<file path="src/rtl/mdio_mgmt_pkg.sv">
package mdio_mgmt_pkg;

  localparam int OFS_CMD   = 'h004;
  localparam int OFS_CAUSE = 'h080;
  localparam int OFS_MASK  = 'h084;

  localparam int BIT_BUSY   = 28;
  localparam int BIT_RVALID = 27;
  localparam int BIT_OP     = 26;
  localparam int REG_LSB    = 21;
  localparam int PHY_LSB    = 16;
  localparam int DONE_BIT   = 4;

  localparam int FRAME_LEN   = 64;
  localparam int DRIVE_RD    = 46;  // bits driven in a read frame
  localparam int RD_DATA_IDX = 48;  // first data bit index in a frame

  typedef struct packed {
    logic        op_rd;
    logic [4:0]  reg_n;
    logic [4:0]  phy;
    logic [15:0] data;
  } mdio_cmd_t;

  function automatic mdio_cmd_t unpack_cmd(input logic [31:0] w);
    mdio_cmd_t c;
    c.op_rd = w[BIT_OP];
    c.reg_n = w[REG_LSB +: 5];
    c.phy   = w[PHY_LSB +: 5];
    c.data  = w[15:0];
    return c;
  endfunction

  function automatic logic [31:0] pack_status(input logic busy, input logic rvalid,
                                              input mdio_cmd_t c);
    logic [31:0] w;
    w = '0;
    w[BIT_BUSY]      = busy;
    w[BIT_RVALID]    = rvalid;
    w[BIT_OP]        = c.op_rd;
    w[REG_LSB +: 5]  = c.reg_n;
    w[PHY_LSB +: 5]  = c.phy;
    w[15:0]          = c.data;
    return w;
  endfunction

  // Whole frame, bit 63 goes out first. Read frames carry filler in the
  // released part; it is never driven.
  function automatic logic [FRAME_LEN-1:0] build_frame(input mdio_cmd_t c);
    logic [1:0]  opc;
    logic [1:0]  ta;
    logic [15:0] pay;
    opc = c.op_rd ? 2'b10 : 2'b01;
    ta  = c.op_rd ? 2'b11 : 2'b10;
    pay = c.op_rd ? 16'hFFFF : c.data;
    return {32'hFFFF_FFFF, 2'b01, opc, c.phy, c.reg_n, ta, pay};
  endfunction

endpackage

</file>
<file path="src/rtl/mdio_clk_div.sv">
module mdio_clk_div #(
  parameter int HALF_DIV = 2
) (
  input  logic clk,
  input  logic rst_n,
  input  logic en,
  output logic mdc,
  output logic rise_tick,
  output logic fall_tick
);
  localparam int CW = (HALF_DIV > 1) ? $clog2(HALF_DIV) : 1;
  localparam logic [CW-1:0] LAST = CW'(HALF_DIV - 1);

  logic [CW-1:0] cnt_q;
  logic          wrap;

  assign wrap      = en && (cnt_q == LAST);
  assign rise_tick = wrap && !mdc;
  assign fall_tick = wrap && mdc;

  always_ff @(posedge clk) begin
    if (!rst_n || !en) begin
      cnt_q <= '0;
      mdc   <= 1'b0;
    end else if (wrap) begin
      cnt_q <= '0;
      mdc   <= ~mdc;
    end else begin
      cnt_q <= cnt_q + 1'b1;
    end
  end

  a_r4_half_period: assert property (@(posedge clk) disable iff (!rst_n)
    (en && $past(en) && !$stable(mdc)) |-> $past(cnt_q) == LAST)
    else $error("R4 MDC toggled before the half period elapsed");

endmodule

</file>
<file path="src/rtl/mdio_frame_engine.sv">
module mdio_frame_engine
  import mdio_mgmt_pkg::*;
(
  input  logic        clk,
  input  logic        rst_n,
  input  logic        cmd_wr,
  input  logic [31:0] cmd_word,
  input  logic        rise_tick,
  input  logic        fall_tick,
  input  logic        mdio_i,
  output logic        busy,
  output logic        rvalid,
  output mdio_cmd_t   cur_cmd,
  output logic        mdio_o,
  output logic        mdio_oe,
  output logic        done_evt
);
  localparam int IDX_W = $clog2(FRAME_LEN);
  localparam logic [IDX_W-1:0] IDX_LAST  = IDX_W'(FRAME_LEN - 1);
  localparam logic [IDX_W-1:0] IDX_REL   = IDX_W'(DRIVE_RD);
  localparam logic [IDX_W-1:0] IDX_DATA  = IDX_W'(RD_DATA_IDX);

  mdio_cmd_t              cmd_q;
  logic [FRAME_LEN-1:0]   sh_q;
  logic [IDX_W-1:0]       idx_q;
  logic [15:0]            rd_sh_q;
  logic                   busy_q;
  logic                   rvalid_q;
  logic                   accept;
  logic                   last_bit;
  logic                   rd_sample;
  mdio_cmd_t              new_cmd;
  logic                   unused_cmd_hi;

  assign new_cmd       = unpack_cmd(cmd_word);
  assign unused_cmd_hi = ^cmd_word[31:27];
  assign accept        = cmd_wr && !busy_q;
  assign last_bit      = (idx_q == IDX_LAST);
  assign done_evt      = busy_q && fall_tick && last_bit;
  assign rd_sample     = busy_q && rise_tick && cmd_q.op_rd && (idx_q >= IDX_DATA);

  always_ff @(posedge clk) begin
    if (!rst_n) begin
      cmd_q    <= '0;
      sh_q     <= '1;
      idx_q    <= '0;
      rd_sh_q  <= '0;
      busy_q   <= 1'b0;
      rvalid_q <= 1'b0;
    end else if (accept) begin
      cmd_q      <= new_cmd;
      if (new_cmd.op_rd) cmd_q.data <= '0;
      sh_q     <= build_frame(new_cmd);
      idx_q    <= '0;
      rd_sh_q  <= '0;
      busy_q   <= 1'b1;
      rvalid_q <= 1'b0;
    end else if (busy_q) begin
      if (rd_sample) rd_sh_q <= {rd_sh_q[14:0], mdio_i};
      if (fall_tick) begin
        if (last_bit) begin
          busy_q <= 1'b0;
          if (cmd_q.op_rd) begin
            cmd_q.data <= rd_sh_q;
            rvalid_q   <= 1'b1;
          end
        end else begin
          idx_q <= idx_q + 1'b1;
          sh_q  <= {sh_q[FRAME_LEN-2:0], 1'b1};
        end
      end
    end
  end

  assign busy    = busy_q;
  assign rvalid  = rvalid_q;
  assign cur_cmd = cmd_q;
  assign mdio_o  = busy_q ? sh_q[FRAME_LEN-1] : 1'b1;
  assign mdio_oe = busy_q && (!cmd_q.op_rd || (idx_q < IDX_REL));

  a_r2_busy_after_accept: assert property (@(posedge clk) disable iff (!rst_n)
    (cmd_wr && !busy_q) |=> (busy_q && !rvalid_q))
    else $error("R2 accepted command did not raise busy");

  a_r3_ignore_while_busy: assert property (@(posedge clk) disable iff (!rst_n)
    (cmd_wr && busy_q) |=> ($stable(cmd_q.op_rd) && $stable(cmd_q.phy) && $stable(cmd_q.reg_n)))
    else $error("R3 command accepted while busy");

  a_r5_change_on_fall: assert property (@(posedge clk) disable iff (!rst_n)
    (busy_q && $past(busy_q) && !$stable(mdio_o)) |-> $past(fall_tick))
    else $error("R5 data changed away from a falling MDC edge");

  a_r10_write_no_valid: assert property (@(posedge clk) disable iff (!rst_n)
    (done_evt && !cmd_q.op_rd) |=> !rvalid_q)
    else $error("R10 write completion set read-valid");

endmodule

</file>
<file path="src/rtl/mdio_irq_regs.sv">
module mdio_irq_regs
  import mdio_mgmt_pkg::*;
(
  input  logic        clk,
  input  logic        rst_n,
  input  logic        cause_wr,
  input  logic        mask_wr,
  input  logic [31:0] wdata,
  input  logic        done_evt,
  output logic [31:0] cause_word,
  output logic [31:0] mask_word,
  output logic        irq
);
  logic cause_q;
  logic mask_q;
  logic clr_req;
  logic unused_wdata;

  assign clr_req      = cause_wr && !wdata[DONE_BIT];
  assign unused_wdata = ^{wdata[31:DONE_BIT+1], wdata[DONE_BIT-1:0]};

  always_ff @(posedge clk) begin
    if (!rst_n) begin
      cause_q <= 1'b0;
      mask_q  <= 1'b0;
    end else begin
      if (done_evt)     cause_q <= 1'b1;
      else if (clr_req) cause_q <= 1'b0;
      if (mask_wr)      mask_q  <= wdata[DONE_BIT];
    end
  end

  always_comb begin
    cause_word = '0;
    mask_word  = '0;
    cause_word[DONE_BIT] = cause_q;
    mask_word[DONE_BIT]  = mask_q;
  end

  assign irq = |(cause_word & mask_word);

  a_r7_cause_on_done: assert property (@(posedge clk) disable iff (!rst_n)
    done_evt |=> cause_q)
    else $error("R7 completion did not set the cause");

  a_r8_keep_unless_cleared: assert property (@(posedge clk) disable iff (!rst_n)
    (cause_q && !clr_req) |=> cause_q)
    else $error("R8 cause lost without a zero write");

  a_r8_zero_clears: assert property (@(posedge clk) disable iff (!rst_n)
    (clr_req && !done_evt) |=> !cause_q)
    else $error("R8 zero write did not clear the cause");

endmodule

</file>
<file path="src/rtl/mdio_mgmt_master.sv">
module mdio_mgmt_master
  import mdio_mgmt_pkg::*;
#(
  parameter int ADDR_W   = 12,
  parameter int HALF_DIV = 2
) (
  input  logic              clk,
  input  logic              rst_n,
  input  logic              bus_wr,
  input  logic [ADDR_W-1:0] bus_addr,
  input  logic [31:0]       bus_wdata,
  output logic [31:0]       bus_rdata,
  output logic              mdc,
  output logic              mdio_o,
  output logic              mdio_oe,
  input  logic              mdio_i,
  output logic              irq
);
  localparam logic [ADDR_W-1:0] A_CMD   = ADDR_W'(OFS_CMD);
  localparam logic [ADDR_W-1:0] A_CAUSE = ADDR_W'(OFS_CAUSE);
  localparam logic [ADDR_W-1:0] A_MASK  = ADDR_W'(OFS_MASK);

  logic        sel_cmd, sel_cause, sel_mask;
  logic        busy, rvalid, done_evt;
  logic        rise_tick, fall_tick;
  mdio_cmd_t   cur_cmd;
  logic [31:0] cause_word, mask_word;

  assign sel_cmd   = (bus_addr == A_CMD);
  assign sel_cause = (bus_addr == A_CAUSE);
  assign sel_mask  = (bus_addr == A_MASK);

  mdio_clk_div #(.HALF_DIV(HALF_DIV)) u_div (
    .clk(clk), .rst_n(rst_n), .en(busy),
    .mdc(mdc), .rise_tick(rise_tick), .fall_tick(fall_tick)
  );

  mdio_frame_engine u_eng (
    .clk(clk), .rst_n(rst_n),
    .cmd_wr(bus_wr && sel_cmd), .cmd_word(bus_wdata),
    .rise_tick(rise_tick), .fall_tick(fall_tick), .mdio_i(mdio_i),
    .busy(busy), .rvalid(rvalid), .cur_cmd(cur_cmd),
    .mdio_o(mdio_o), .mdio_oe(mdio_oe), .done_evt(done_evt)
  );

  mdio_irq_regs u_irq (
    .clk(clk), .rst_n(rst_n),
    .cause_wr(bus_wr && sel_cause), .mask_wr(bus_wr && sel_mask),
    .wdata(bus_wdata), .done_evt(done_evt),
    .cause_word(cause_word), .mask_word(mask_word), .irq(irq)
  );

  always_comb begin
    bus_rdata = '0;
    if (sel_cmd)   bus_rdata = pack_status(busy, rvalid, cur_cmd);
    if (sel_cause) bus_rdata = cause_word;
    if (sel_mask)  bus_rdata = mask_word;
  end

  a_r4_mdc_low_idle: assert property (@(posedge clk) disable iff (!rst_n)
    !busy |-> !mdc)
    else $error("R4 MDC active while idle");

  a_r6_released_in_read: assert property (@(posedge clk) disable iff (!rst_n)
    (busy && cur_cmd.op_rd && $past(busy) && !$past(mdio_oe)) |-> !mdio_oe)
    else $error("R6 line re-driven after release");

endmodule

</file>
<file path="config.mk">
export PLATFORM = sky130hd
export DESIGN_NAME = mdio_mgmt_master
export DESIGN_NICKNAME = d
export VERILOG_FILES = /design/src/rtl/mdio_mgmt_pkg.sv /design/src/rtl/mdio_clk_div.sv /design/src/rtl/mdio_frame_engine.sv /design/src/rtl/mdio_irq_regs.sv /design/src/rtl/mdio_mgmt_master.sv
export SDC_FILE = /design/constraint.sdc
export NUM_CORES = 1
export LEC_CHECK = 0
export BUFFER_PORTS_ARGS = -buffer_cell sky130_fd_sc_hd__buf_2
export CORE_ASPECT_RATIO = 1.2
export CORE_UTILIZATION = 35
export CTS_BUF_LIST = sky130_fd_sc_hd__clkbuf_16
export CTS_CLUSTER_DIAMETER = 80
export CTS_CLUSTER_SIZE = 8
export DETAILED_ROUTE_END_ITERATION = 7
export GPL_ROUTABILITY_DRIVEN = 0
export MAX_ROUTING_LAYER = met4
export SLEW_MARGIN = 20
export SYNTH_ARGS = -nofsm -noshare
export SYNTH_HDL_FRONTEND = slang
export SYNTH_SLANG_ARGS = --single-unit
export TNS_END_PERCENT = 10
</file>
<file path="constraint.sdc">
create_clock -name clk -period 1.87 [get_ports clk]
set_input_delay 0.374 -clock clk [delete_from_list [all_inputs] [get_ports clk]]
set_output_delay 0.374 -clock clk [all_outputs]
set_load 0.03 [all_outputs]
</file>
# Word-level counts from Yosys, hierarchy flattened
# Index checks and enable logic that the tools add are counted.
word_totals:
  inputBits: 48
  regBits: 119
op_classes:
  n_reduce_logical: 34
  addsub: 2
  magnitude_cmp: 2
  n_eq_ne: 5
  n_mux: 23
  n_bitwise: 4
ops:
  columns: ["op", "count"]
  rows:
  - ["$mux 32", 6]
  - ["$mux 16", 7]
  - ["$reduce_or 32->1", 1]
  - ["$mux 29", 1]
  - ["$eq 12x8->1 const B", 2]
  - ["$logic_and 1x1->1", 14]
  - ["$eq 12x3->1 const B", 1]
  - ["$reduce_bool 2->1", 5]
  - ["$mux 1", 8]
  - ["$reduce_and 4->1", 2]
  - ["$add 6x1->6 const B", 1]
  - ["$eq 6x6->1 const B", 1]
  - ["$ge 6x6->1 const B", 1]
  - ["$lt 6x6->1 const B", 1]
  - ["$reduce_and 3->1", 2]
  - ["$and 5x5->5", 1]
  - ["$logic_not 1->1", 5]
  - ["$reduce_or 2->1", 2]
  - ["$not 1->1", 3]
  - ["$logic_or 1x1->1", 2]
  - ["$mux 2", 1]
  - ["$ne 2x1->1 const B", 1]
  - ["$reduce_and 2->1", 1]
  - ["$add 1x1->1 const B", 1]

# Longest topological paths before layout
# Gate-level depths: netlist (run 1).
logic_depth:
  depth_word: 6
  depth_mapped: 7
  mapped_depth_nobuf: 5

# By module
# A second synthesis (run 1) with hierarchy kept.
hier_totals:
  cells_unflattened: 782
  area_unflattened_um2: 6283.5
modules_own_cells:
  columns: ["module", "instances", "area_per_inst_um2", "cells_per_inst"]
  rows:
  - ["mdio_frame_engine", 1, 4674.5, 571]
  - ["mdio_mgmt_master", 1, 973.4, 129]
  - ["mdio_irq_regs", 1, 560.5, 73]
  - ["mdio_clk_div", 1, 75.1, 9]

# Least setup slack after synthesis (run 1)
# No wires, ideal clock.
synth_path:
  kind: "input -> output"
  from: "input port bus_addr[9]"
  to: "output port bus_rdata[10]"
  arrival_ps: 1665
  n_path_buf: 1
  path_slack_ps: -169
  cell_stages: 5
  path_cell_list: "nor4_4 nand3_2 nor3b_4 buf_6 and2_1"
synth_via:
  elab_chain_len: 4
  word_cells_on_any_way: 6
  classes_between: "eq/ne: 3; mux: 3"
synth_rtl:
  columns: ["element", "line_no", "text"]
  rows:
  - ["start: declaration", "mdio_mgmt_master.sv:10", "input logic [ADDR_W-1:0] bus_addr,"]
  - ["$eq 12x3->1", "mdio_mgmt_master.sv:29", "assign sel_cmd = (bus_addr == A_CMD);"]
  - ["$mux 29", "mdio_mgmt_master.sv:55", "if (sel_cmd) bus_rdata = pack_status(busy, rvalid, cur_cmd);"]
  - ["$mux 32", "mdio_mgmt_master.sv:56", "if (sel_cause) bus_rdata = cause_word;"]
  - ["$mux 32 (*)", "mdio_mgmt_master.sv:57", "if (sel_mask) bus_rdata = mask_word;"]
  - ["end: declaration", "mdio_mgmt_master.sv:12", "output logic [31:0] bus_rdata,"]
# Mark *: on every way between the ends. The rest lies on a longest branch, timed or not.

# Worst setup path after layout (run 1)
layout_path:
  from: "input port bus_addr[6]"
  to: "output port bus_rdata[17]"
# The elaborated chain is that of the path after synthesis.

==> out/metrics.yaml, run 1 <==
maxCapViolations: 0
slew_viol_final: 0
numPortBuffers: 75
ys_top_cells_by_count: "nand2_1 (131), dfxtp_1 (119), nand3_1 (89)"
grt_max_degree: 45
finalSetupViolations: 28
start_util_pct: 35.94
die_h_microns: 132.8
num_io_pins: 84
grt_pass1_wl_mm: 20.47
power_leakage_nw: 2.735
gr-usage-met2_pct: 29.49
worstSkewPairLatency_ps: 410
fill_cells: 1327
cts_buffers: 17
synth-seq-cells: 119
synthCells: 612
yosys-top-cells-area: "dfxtp_1 (48%), nand2_1 (9.9%), nand3_1 (8.9%)"
peakVddDrop_mv: 0.5480
syn_area_sq_um: 4989
diodes: 0
cts_tree: "built"
async_flop_share_pct: 0
synthFlopType: "dfxtp_1"
hpwl_mm: 7.992
dieWidth_microns: 111.0
fin_crit_ps: 2061
yosysWarnings: 0
final_area_sq_um: 6531
grtUsageTotal_pct: 17.75
critPathMaxFanout: 11
wl_per_cell_microns: 13.88
yosysUniqueCellTypes: 46
route.detailed.drc: 8
htree_levels: 4
worst_pin_slew_ps: 710.6
hold_viol_final: 0
clockBufferDepth: 2
drive_gt1_share_pct: 23.61
wl_mm: 12.13
synth_top_cell_area_share_pct: 47.76
first_pass_iters: 7
drt_iter0_drc: 250
postCtsHoldBufs: 0
gr-total-overflow: 0
cp_data_required_time_ps: 1500
ys_seq_area_share_pct: 47.76
cts_sinks: 119
grt_pass1_vias: 4260
cts-root-buf: "clkbuf_16"
core_region_area_sq_um: 13880
use_met1_pct: 20.68
yosysMostFrequentCell: "nand2_1"
ant_nets: 0
via_per_inst: 5.089
min_period_over_period_pct: 110.2
synth_edf_count: 0
dr_total_vias: 4448
yosys.area.top_type: "dfxtp_1"
cp-end-kind: "output port"
status: "finished, violations left"
path_clk_slew_ps: 60
slew_headroom_pct: 52.51
rows: 47
critPathKind: "input pin to output port"
die_area_sq_um: 14740
finClkSkew_ps: 13.81
start_kind: "input pin"
antenna_found_initial: 0
post_cts_buffers: 0
power_density_nw_per_um2: 931.6
grt_busiest_layer: "met2"
placedInstanceArea_sq_um: 5705
rsz0062_at_grt: "yes"
fin_ws_ps: -190.8
avgSynthCellArea_sq_um: 8.151
hold_path_class: "input pin to flip-flop"
clock.fmax_ghz: 0.4852
nets: 739
use_met3_pct: 3.573
violations: "DRC, setup timing"
hold_ws_ps: 186.4
area_delta_synth_final_pct: 30.93
crit_arrival_ps: 1690
flip-flops by register name, indices dropped and copies added (netlist names):
name / count
u_eng.rvalid: 1
u_eng.sh_q: 64
u_eng.cur_cmd: 27
u_eng.rd_sh_q: 16
u_eng.busy: 1
u_div.cnt_q: 1
u_irq.cause_q: 1
u_irq.mask_q: 1
u_div.mdc: 1
u_eng.idx_q: 6
critical path, stage by stage:
cell and delay [ps]:
buf_6 100, nor4_4 300, nand3_2 150, nor3b_4 290, buf_6 200, and2_4 150
buf_6 120
cells by family (layout without fill, tap and decap cells):
kind of cell / Yosys count / count (layout) / share of synthesized area, %
adder cells (fa/ha/maj): 1 / 1 / 0.2508
AND/OR/NAND/NOR: 300 / 300 / 29.77
XOR/XNOR: 4 / 4 / 0.7022
other: 1 / 3 / 0.07517
flip-flops: 119 / 119 / 47.76
multiplexers: 17 / 17 / 3.436
buffers and inverters: 49 / 138 / 4.991
AO/OA/AOI/OAI: 121 / 121 / 13.02
layout make-up:
| cell class | instances | area, sq um | share of cell area, % |
|---|---|---|---|
| inverter | 2 | 7.507 | 0.1149 |
| timing repair buffer | 104 | 859.6 | 13.16 |
| clock inverter | 15 | 186.4 | 2.854 |
| multi-input combinational | 446 | 2456 | 37.61 |
| tap | 171 | 214.0 | 3.276 |
| clock buffer | 17 | 425.4 | 6.513 |
| sequential | 119 | 2382 | 36.48 |
metrics by stage:
stage	total power [mW]	std cells	utilization [%]	worst slack [ps]	TNS [ps]
after floorplan	2.688	614	-	-100.1	-2657
after CTS	6.135	874	46.98	-209.3	-4911
after global placement	2.774	842	41.07	-302.4	-17020
final	6.084	874	47.06	-190.8	-4890
after detailed placement	2.777	842	41.11	-317.7	-8042
after global routing	6.274	874	47.06	-265.0	-6941
layout by cell type, fill, tap and decap left out, types with 3 or more instances in the layout:
cell,netlist,layout
nand2_1,131,131
dfxtp_1,119,119
nand3_1,89,89
a21oi_1,75,75
buf_2,15,43
buf_6,4,33
o21ai_0,31,31
and2_4,0,24
buf_4,4,23
clkbuf_16,0,17
mux2i_1,16,16
nor2b_1,16,16
nor2_1,11,11
and2_1,29,5
and3_1,5,5
clkinvlp_4,0,5
buf_12,0,5
clkinv_1,1,4
xnor2_1,4,4
bufinv_16,0,4
o211ai_1,3,3
a221o_1,3,3
conb_1,1,3
routing by layer:
metal  vias up  share of wire [%]  wire (microns)
li1       2243                  -               -
met2        77                 52            6309
met5         -                  0               0
met3        10                2.7             327
met1      2118                 44            5364
met4         0                1.0             127
worst paths after layout:
check,start,end,slack (ps),cells past startpoint
max,bus_addr[6],bus_rdata[17],-190,7
max reg2reg,u_eng.busy$_SDFF_PN0_,u_eng.sh_q[31]$_SDFFE_PN1P_,140,5
min reg2reg,u_eng.cur_cmd[22]$_SDFFE_PN0N_,u_eng.cur_cmd[22]$_SDFFE_PN0N_,450,2
min,bus_wdata[16],u_eng.sh_q[23]$_SDFFE_PN1P_,190,3
where the power goes:
group	internal (mW)	switching (mW)	total, mW
clock	2.20	1.15	3.35
sequential	2.54	0.000122	2.54
combinational	0.0791	0.114	0.193
repair_timing:
item | 4_1_cts | 5_1_grt
hold endpoints to repair | 0 | 0
gates resized for setup | 61 | 4
endpoints found under the setup margin | 28 | 29
pin swaps | 5 | 5
Power figures use the tool's default switching activity.
==> inputs of run 2 (changes only) <==
Settings changed: ABC_AREA set to 1.
==> out/metrics.yaml, run 2 <==
status: "finished, violations left"  # unchanged
violations: "setup timing"  # was DRC, setup timing
regArea_sq_um: 2384  # was 2382 sq um
dr_total_vias: 4864  # was 4448
gr-total-overflow: 0  # unchanged
startpoint: "bus_addr[1]"  # was bus_addr[6]
fin_crit_ps: 1924  # was 2061 ps
cts-root-buf: "clkbuf_16"  # unchanged
cts_tree: "built"  # unchanged
avgSynthCellArea_sq_um: 7.048  # was 8.151 sq um
crit_arrival_ps: 1550  # was 1690 ps
placedInstanceArea_sq_um: 5876  # was 5705 sq um
maxCapViolations: 0  # unchanged
antenna_found_initial: 0  # unchanged
critPathKind: "input pin to output port"  # unchanged
rsz0062_at_grt: "yes"  # unchanged
cp_data_required_time_ps: 1500  # about the same
finClkSkew_ps: 8.113  # was 13.81 ps
ys_top_cells_by_count: "nand2_1 (251), dfxtp_1 (119), nand3_1 (82)"  # was nand2_1 (131), dfxtp_1 (119), nand3_1 (89)
via_per_inst: 4.736  # was 5.089
clockBufferDepth: 2  # unchanged
synth_top_cell_area_share_pct: 45.80  # was 47.76%
path_clk_slew_ps: 50  # was 60 ps
synth-seq-cells: 119  # unchanged
syn_area_sq_um: 5201  # was 4989 sq um
ant_nets: 0  # unchanged
route.detailed.drc: 0  # was 8
r2r_start: "u_eng.idx_q[1]$_SDFFE_PP0P_"  # was u_eng.busy$_SDFF_PN0_
crit_path_end: "bus_rdata[4]"  # was bus_rdata[17]
power_density_nw_per_um2: 878.0  # was 931.6 nW/um^2
diodes: 0  # unchanged
area_delta_synth_final_pct: 31.59  # was 30.93%
finalSetupViolations: 22  # was 28
tns_ps: -363.0  # was -4890 ps
slew_headroom_pct: 64.65  # was 52.51%
drive_gt1_share_pct: 21.40  # was 23.61%
core_region_area_sq_um: 14470  # was 13880 sq um
rows: 48  # was 47
fill_cells: 1484  # was 1327
multiInputGateArea_sq_um: 2447  # was 2456 sq um
cts_buffers: 17  # unchanged
yosysWarnings: 0  # unchanged
worstSkewPairLatency_ps: 410  # about the same
finalPower_mw: 6.009  # was 6.084 mW
drt_iter0_drc: 309  # was 250
hold_ws_ps: 197.6  # was 186.4 ps
cp-end-kind: "output port"  # unchanged
num_io_pins: 84  # unchanged
final_cell_count_no_fill: 1027  # was 874
final_common_cell: "nand2_1"  # unchanged
yosys.area.top_type: "dfxtp_1"  # unchanged
pre_cts_slack_ps: -166.6  # was -317.7 ps
grt_pass1_vias: 4259  # was 4260
yosys-top-cells-area: "dfxtp_1 (46%), nand2_1 (18%), nand3_1 (7.9%)"  # was dfxtp_1 (48%), nand2_1 (9.9%), nand3_1 (8.9%)
power_leakage_nw: 3.261  # was 2.735 nW
min_period_over_period_pct: 102.9  # was 110.2%
wl_per_cell_microns: 13.44  # was 13.88 microns
largest_register: "u_eng.sh_q"  # unchanged
numPortBuffers: 75  # unchanged
synth_edf_count: 0  # unchanged
hold_path_class: "input pin to flip-flop"  # unchanged
cts_sinks: 119  # unchanged
reg2regPathDepth: 8  # was 5
final_core_util_pct: 47.29  # was 47.06%
nets: 864  # was 739
htree_levels: 4  # unchanged
die_h_microns: 135.5  # was 132.8 microns
hpwl_mm: 8.616  # was 7.992 mm
critPathMaxFanout: 6  # was 11
dieWidth_microns: 113.3  # was 111.0 microns
grtUsageTotal_pct: 18.52  # was 17.75%
largest_register_ffs: 64  # unchanged
hold_viol_final: 0  # unchanged
die_area_sq_um: 15350  # was 14740 sq um
fin_ws_ps: -53.58  # was -190.8 ps
peakVddDrop_mv: 0.7596  # was 0.5480 mV
grt_max_degree: 44  # was 45
dp.cells: 990  # was 842
synthCells: 738  # was 612
yosysMostFrequentCell: "nand2_1"  # unchanged
clock.fmax_ghz: 0.5199  # was 0.4852 GHz
r2r-end: "u_eng.sh_q[31]$_SDFFE_PN1P_"  # unchanged
wl_mm: 13.80  # was 12.13 mm
worst_pin_slew_ps: 529.5  # was 710.6 ps
async_flop_share_pct: 0  # unchanged
final_area_sq_um: 6844  # was 6531 sq um
start_kind: "input pin"  # unchanged
yosysUniqueCellTypes: 30  # was 46
r2r_setup_slack_ps: 200  # was 140 ps
ys_seq_area_share_pct: 45.80  # was 47.76%
mostFrequentLayoutCells: "nand2_1 (248), dfxtp_1 (118), nand3_1 (72)"  # was nand2_1 (131), dfxtp_1 (119), nand3_1 (89)
grt_pass1_wl_mm: 21.38  # was 20.47 mm
first_pass_iters: 4  # was 7
start_util_pct: 35.94  # about the same
synthFlopType: "dfxtp_1"  # unchanged
slew_viol_final: 0  # unchanged
-- run 2: what timing repair did --
item                       4_1_cts  5_1_grt
buffers inserted                 1        2
setup endpoints to repair       31       31
gates cloned                     0        3
gates resized for setup         58       39
hold buffers                     0        0
pin swaps                        1        9
-- run 2: per-layer routing --
layer	GRT usage (%)	up-vias	part of all wire (%)
met3	4.966	11	5.8
met5	-	-	0
met4	6.140	0	1.0
li1	-	2497	-
met2	28.80	124	47
met1	23.28	2232	46
-- run 2: how the worst min path moves through the flow --
stage,start,end,slack (ps),cells past startpoint
CTS,bus_wdata[18],u_eng.sh_q[25]$_SDFFE_PN1P_,190,3
floorplan,u_div.cnt_q$_SDFF_PP0_,u_div.cnt_q$_SDFF_PP0_,410,1
finish,bus_wdata[25],u_eng.sh_q[22]$_SDFFE_PN1P_,200,3
detailed placement,u_div.cnt_q$_SDFF_PP0_,u_div.cnt_q$_SDFF_PP0_,440,1
global placement,u_div.cnt_q$_SDFF_PP0_,u_div.cnt_q$_SDFF_PP0_,430,1
global route,bus_wdata[18],u_eng.sh_q[25]$_SDFFE_PN1P_,200,3
-- run 2: cell type report --
class / count / share of cell area [%]
Clock inverter: 14 / 2.413
Sequential cell: 119 / 34.83
Clock buffer: 17 / 6.216
Inverter: 66 / 3.620
Multi-Input combinational cell: 506 / 35.76
Timing Repair Buffer: 105 / 13.51
Tap cell: 200 / 3.656
-- run 2: logic make-up (layout without fill, tap and decap cells) --
| logic type | after synthesis | after routing | share of synthesized area (%) |
|---|---|---|---|
| buf+inv | 115 | 202 | 9.165 |
| xor+xnor | 2 | 2 | 0.3368 |
| simple gates | 410 | 410 | 35.58 |
| other cells | 1 | 3 | 0.07210 |
| fa+ha+maj | 1 | 1 | 0.2405 |
| flops | 119 | 119 | 45.80 |
| compound gates | 90 | 90 | 8.804 |
-- run 2: report_power, final --
part           internal, mW  switching, mW  leakage [nW]  total [mW]
combinational        0.0683          0.110          2.01       0.179
clock                  2.18           1.11         0.291        3.29
sequential             2.54       0.000146         0.961        2.54
total                  4.79           1.22          3.26        6.01
-- run 2: worst max-delay path, cell delays in order --
cell     delay (ps)
buf_2           110
nor2_4          100
nand2_2          80
nor2_4          140
and2_4          240
buf_12          150
nand2_4          50
nand3_2          50
nand2_1          50
inv_1            60
buf_6           120
